### config.mk
export PLATFORM = sky130hd
export DESIGN_NAME = rbc_lane
export DESIGN_NICKNAME = d
export VERILOG_FILES = /design/src/rtl/rbc_satcnt.sv /design/src/rtl/rbc_lane.sv
export SDC_FILE = /design/constraint.sdc
export NUM_CORES = 1
export LEC_CHECK = 0
export BUFFER_PORTS_ARGS = -buffer_cell sky130_fd_sc_hd__buf_4
export CAP_MARGIN = 25
export CORE_MARGIN = 3
export CORE_UTILIZATION = 48
export DETAILED_ROUTE_END_ITERATION = 8
export PLACE_DENSITY = 0.79
export SKIP_LAST_GASP = 1
export SLEW_MARGIN = 20
export SYNTH_ARGS = -nofsm -noshare
export SYNTH_HDL_FRONTEND = slang
export SYNTH_SLANG_ARGS = --single-unit
### constraint.sdc
create_clock -name clk_i -period 1.84 [get_ports clk_i]
set_input_delay 0.368 -clock clk_i [delete_from_list [all_inputs] [get_ports clk_i]]
set_output_delay 0.368 -clock clk_i [all_outputs]
set_load 0.05 [all_outputs]
### src/rtl/rbc_satcnt.sv
module rbc_satcnt #(
  parameter int unsigned W = 16
) (
  input  logic         clk_i,
  input  logic         rst_ni,
  input  logic         clr_i,
  input  logic         inc_i,
  output logic [W-1:0] cnt_o
);
  localparam logic [W-1:0] MAX = {W{1'b1}};

  always_ff @(posedge clk_i or negedge rst_ni) begin
    if (!rst_ni)                     cnt_o <= '0;
    else if (clr_i)                  cnt_o <= '0;
    else if (inc_i && cnt_o != MAX)  cnt_o <= cnt_o + 1'b1;
  end
endmodule

### src/rtl/rbc_lane.sv
module rbc_lane #(
  parameter int unsigned LW    = 8,
  parameter int unsigned CNT_W = 16
) (
  input  logic             clk_i,
  input  logic             rst_ni,
  input  logic             seq_clr_i,
  input  logic             vld_i,
  input  logic [LW-1:0]    rd_i,
  input  logic [LW-1:0]    exp_i,
  input  logic [LW-1:0]    mask_i,
  input  logic             bit_clr_i,
  input  logic             byte_clr_i,
  output logic             err_o,
  output logic [LW-1:0]    bits_o,
  output logic             byte_o,
  output logic [CNT_W-1:0] cnt_o
);
  logic [LW-1:0] mis;

  // accepted-vector mismatch, masked bits removed
  assign mis   = vld_i ? ((rd_i ^ exp_i) & ~mask_i) : '0;
  assign err_o = |mis;

  always_ff @(posedge clk_i or negedge rst_ni) begin
    if (!rst_ni) begin
      bits_o <= '0;
      byte_o <= 1'b0;
    end else if (seq_clr_i) begin
      bits_o <= '0;
      byte_o <= 1'b0;
    end else begin
      bits_o <= (bit_clr_i ? '0 : bits_o) | mis;
      byte_o <= (byte_clr_i ? 1'b0 : byte_o) | err_o;
    end
  end

  rbc_satcnt #(.W(CNT_W)) u_cnt (
    .clk_i  (clk_i),
    .rst_ni (rst_ni),
    .clr_i  (seq_clr_i),
    .inc_i  (err_o),
    .cnt_o  (cnt_o)
  );
endmodule

==> flow_summary.html <==
<table>
<tr><th>Metric</th><th>Value</th></tr>
<tr><th colspan="2">Yosys</th></tr>
<tr><td>Cell area after synthesis</td><td>1450 um^2</td></tr>
<tr><td>Distinct cells, synth</td><td>36</td></tr>
<tr><td>Most used flip-flop cell after synthesis</td><td>sky130_fd_sc_hd__dfrtp_1</td></tr>
<tr><td>Sequential area share after synthesis</td><td>0.432</td></tr>
<tr><td>Number of nets produced by synthesis</td><td>roughly 180</td></tr>
<tr><td>Share of async-settable or async-resettable flops after synthesis</td><td>1.00</td></tr>
<tr><td>Top cell type's share of synthesized area</td><td>0.432</td></tr>
<tr><td>Post-Synthesis Mean Instance Area</td><td>approximately 9.5 um^2</td></tr>
<tr><td>Cell accounting for the most synthesized area</td><td>sky130_fd_sc_hd__dfrtp_1</td></tr>
<tr><td>Gate count of the mapped netlist</td><td>about 150</td></tr>
<tr><td>Area contributors post-synth</td><td>sky130_fd_sc_hd__dfrtp_1, sky130_fd_sc_hd__a21oi_1, sky130_fd_sc_hd__a32oi_1</td></tr>
<tr><td>Number of synthesized flops with an enable pin</td><td>0</td></tr>
<tr><td>Flops &amp; latches, synth</td><td>25</td></tr>
<tr><td>Ys Warns</td><td>0</td></tr>
<tr><th colspan="2">Power and ir drop</th></tr>
<tr><td>Total leakage power</td><td>just under 0.001 uW</td></tr>
<tr><td>Maximum resistive drop on vdd</td><td>approximately 0.0004 V</td></tr>
<tr><td>P per Cell Area</td><td>between 500 and 600 nW/um^2</td></tr>
<tr><td>Post-layout total power</td><td>1220 uW</td></tr>
<tr><th colspan="2">Worst setup path</th></tr>
<tr><td>Startpoint type of the worst setup path</td><td>input port</td></tr>
<tr><td>CP Class</td><td>in2out</td></tr>
<tr><td>Worst endpoint required time</td><td>1.47 ns</td></tr>
<tr><td>Max FO, Critical Path</td><td>2</td></tr>
<tr><td>Arrival time worst endpoint</td><td>1.44 ns</td></tr>
<tr><td>Critical Path Sink Type</td><td>output port</td></tr>
<tr><th colspan="2">Floorplanning</th></tr>
<tr><td>Area of the die</td><td>about 3700 um^2</td></tr>
<tr><td>Starting density of the core</td><td>0.517</td></tr>
<tr><td>Die Y-Extent</td><td>60.9 um</td></tr>
<tr><td>Die width</td><td>approximately 61 um</td></tr>
<tr><td>I/O Pins</td><td>between 50 and 60</td></tr>
<tr><td>Core area</td><td>around 2800 um^2</td></tr>
<tr><td>Number of rows created at floorplan</td><td>19</td></tr>
<tr><th colspan="2">Routing</th></tr>
<tr><td>Violation count after the first detailed-routing iteration</td><td>65</td></tr>
<tr><td>Remaining antenna violation count</td><td>0</td></tr>
<tr><td>Vias per std cell</td><td>~5.8</td></tr>
<tr><td>Post-route met1 wirelength</td><td>1.75 mm</td></tr>
<tr><td>Vias after detailed routing</td><td>1512</td></tr>
<tr><td>Average detailed-routed wire length per instance</td><td>about 16 um</td></tr>
<tr><td>Detail Route met2 WL</td><td>~2.2 mm</td></tr>
<tr><td>Detail Route met3 WL</td><td>between 200 and 300 um</td></tr>
<tr><td>Top routing layer used</td><td>met4</td></tr>
<tr><td>Remaining routing DRC violations</td><td>0</td></tr>
<tr><td>Final Routed Wirelength</td><td>about 4.2 mm</td></tr>
<tr><td>Number of optimization iterations in the first detailed-route pass</td><td>4</td></tr>
<tr><th colspan="2">Clocking</th></tr>
<tr><td>Clk slew on worst S/H paths</td><td>0.14 ns</td></tr>
<tr><td>Clock Sink Count</td><td>25</td></tr>
<tr><td>Later-pin clock latency in the skew report</td><td>roughly 0.33 ns</td></tr>
<tr><td>TritonCTS clock tree</td><td>yes</td></tr>
<tr><td>H-tree depth</td><td>1</td></tr>
<tr><td>Largest buffer count on any clock path</td><td>2</td></tr>
<tr><td>CTS Root Buffer Type</td><td>sky130_fd_sc_hd__clkbuf_4</td></tr>
<tr><td>Inserted Clock Buffers</td><td>3</td></tr>
<tr><th colspan="2">GRT</th></tr>
<tr><td>Total track usage</td><td>0.232</td></tr>
<tr><td>First-pass GRT wire length</td><td>approximately 6.5 mm</td></tr>
<tr><td>Number of global-route vias before repair</td><td>roughly 1500</td></tr>
<tr><td>GRT Residual Overflow</td><td>0</td></tr>
<tr><td>Number of antenna violations at the first check in global routing</td><td>0</td></tr>
<tr><td>Maximum number of pins on one net before global-route repair</td><td>28</td></tr>
<tr><th colspan="2">Job</th></tr>
<tr><td>Number of max-capacitance violations reported</td><td>0</td></tr>
<tr><th colspan="2">Final layout</th></tr>
<tr><td>Final nets</td><td>260</td></tr>
<tr><td>Core Util, Final</td><td>0.764</td></tr>
<tr><td>N_diodes</td><td>0</td></tr>
<tr><td>Commonest non-fill, non-tap cells in the layout</td><td>sky130_fd_sc_hd__buf_4, sky130_fd_sc_hd__dfrtp_1, sky130_fd_sc_hd__a21oi_1</td></tr>
<tr><td>Proportion of layout cells with a drive suffix above 1</td><td>0.482</td></tr>
<tr><td>Post-synthesis to final-layout area growth</td><td>47.9%</td></tr>
<tr><td>Most common library cell in the layout ignoring fill and taps</td><td>sky130_fd_sc_hd__buf_4</td></tr>
<tr><th colspan="2">STA</th></tr>
<tr><td>Setup TNS</td><td>0 ns</td></tr>
<tr><td>Fin crit period</td><td>approximately 1.8 ns</td></tr>
<tr><td>Setup repair after global routing missed its margin</td><td>yes</td></tr>
<tr><td>Slew of the pin with the lowest slew margin</td><td>~0.43 ns</td></tr>
<tr><td>Final max-slew violation count</td><td>0</td></tr>
<tr><td>Worst slew slack as a fraction of its limit</td><td>0.712</td></tr>
<tr><td>Final setup violating endpoints</td><td>0</td></tr>
<tr><td>Period Utilization, post-route</td><td>0.983</td></tr>
<tr><td>Clock tree skew after final layout</td><td>roughly 0.0043 ns</td></tr>
<tr><td>Final critical-path setup slack</td><td>just over 0.03 ns</td></tr>
<tr><td>WHS</td><td>0.293 ns</td></tr>
<tr><td>Fmax</td><td>553 MHz</td></tr>
<tr><td>Final hold violation count</td><td>0</td></tr>
<tr><th colspan="2">Placement</th></tr>
<tr><td>Setup WS pre-CTS</td><td>-0.177 ns</td></tr>
<tr><td>Routability-driven placement congestion ratio</td><td>0.829</td></tr>
<tr><td>Half-perimeter wire length after placement</td><td>between 3 and 4 mm</td></tr>
<tr><td>IO Port Bufs</td><td>55</td></tr>
<tr><th colspan="2">Outcome</th></tr>
<tr><td>Outcome</td><td>complete, no violations</td></tr>
<tr><th colspan="2">Worst hold path</th></tr>
<tr><td>Worst min-delay path category</td><td>in2reg</td></tr>
</table>
## routing by layer
| metal | GRT usage | up-vias |
|---|---|---|
| met5 | 0 | - |
| met3 | 0.0298 | 4 |
| met2 | 0.411 | 61 |
| met1 | 0.292 | 722 |
| met4 | 0.0712 | 0 |
| li1 | - | 725 |
## sequential cells by signal (all words and copies together) (netlist names)
name and flops:
bits_o 8, u_cnt.cnt_o 16, byte_o 1
## final timing paths
path / startpoint / cells past startpoint / slack [ns] / to
min in group asynchronous: rst_ni / 2 / 0.46 / u_cnt.cnt_o[7]
setup reg to reg: u_cnt.cnt_o[4] / 6 / 0.06 / u_cnt.cnt_o[3]
hold / removal: byte_clr_i / 3 / 0.29 / byte_o
max in group asynchronous: rst_ni / 2 / 1.12 / u_cnt.cnt_o[12]
setup / recovery: exp_i[2] / 6 / 0.03 / err_o
hold reg to reg: bits_o[2] / 2 / 0.54 / bits_o[2]
## Yosys cell counts, drive strengths merged (3+ instances only)
cell,instances
a21oi,14
and4,4
inv,9
buf,5
nor2b,5
o31ai,9
a22oi,3
nand4,3
dfrtp,25
a32oi,8
clkbuf,3
nand2,5
o21ai,3
nor2,11
xor2,8
nand3,8
or4,9
## report_power, final
part	total, uW	internal [uW]	switching (uW)
clock	264	85.2	178
sequential	580	569	10.8
combinational	381	162	219
## critical path, stage by stage
cell and delay [ns]:
sky130_fd_sc_hd__buf_4 0.12, sky130_fd_sc_hd__xor2_2 0.17, sky130_fd_sc_hd__a32oi_2 0.26, sky130_fd_sc_hd__and4_4 0.28, sky130_fd_sc_hd__clkinvlp_4 0.08, sky130_fd_sc_hd__buf_6 0.15
## cells by family (layout without fill, tap and decap cells)
kind of cell | Yosys count | count (layout) | synth area share
mux | 2 | 2 | 0.0155
xor+xnor | 8 | 8 | 0.0484
buf+inv | 17 | 92 | 0.0622
simple gates | 57 | 57 | 0.230
flops | 25 | 25 | 0.432
compound gates | 43 | 43 | 0.204
fa+ha+maj | 1 | 1 | 0.00863
## stage by stage
stage                     area, um^2  cells
after floorplan                 1480    153
after global placement          2010    251
after CTS                       2070    257
after detailed placement        2010    251
final                           2140    259
after global routing            2140    259
## final cells by class
class	instances	area, um^2
timing repair buffer	79	599
tap	31	38.8
fill	197	662
clock buffer	4	26.3
sequential	25	638
inverter	9	37.5
multi-input combinational	111	803
## repair_timing
item | CTS | global route
setup buffers | 1 | 2
gates resized for setup | 2 | 13
endpoints found under the hold margin | 25 | 0
hold buffers | 1 | 0
endpoints found under the setup margin | 1 | 10
pin swaps | 1 | 4
Power figures use the tool's default switching activity.
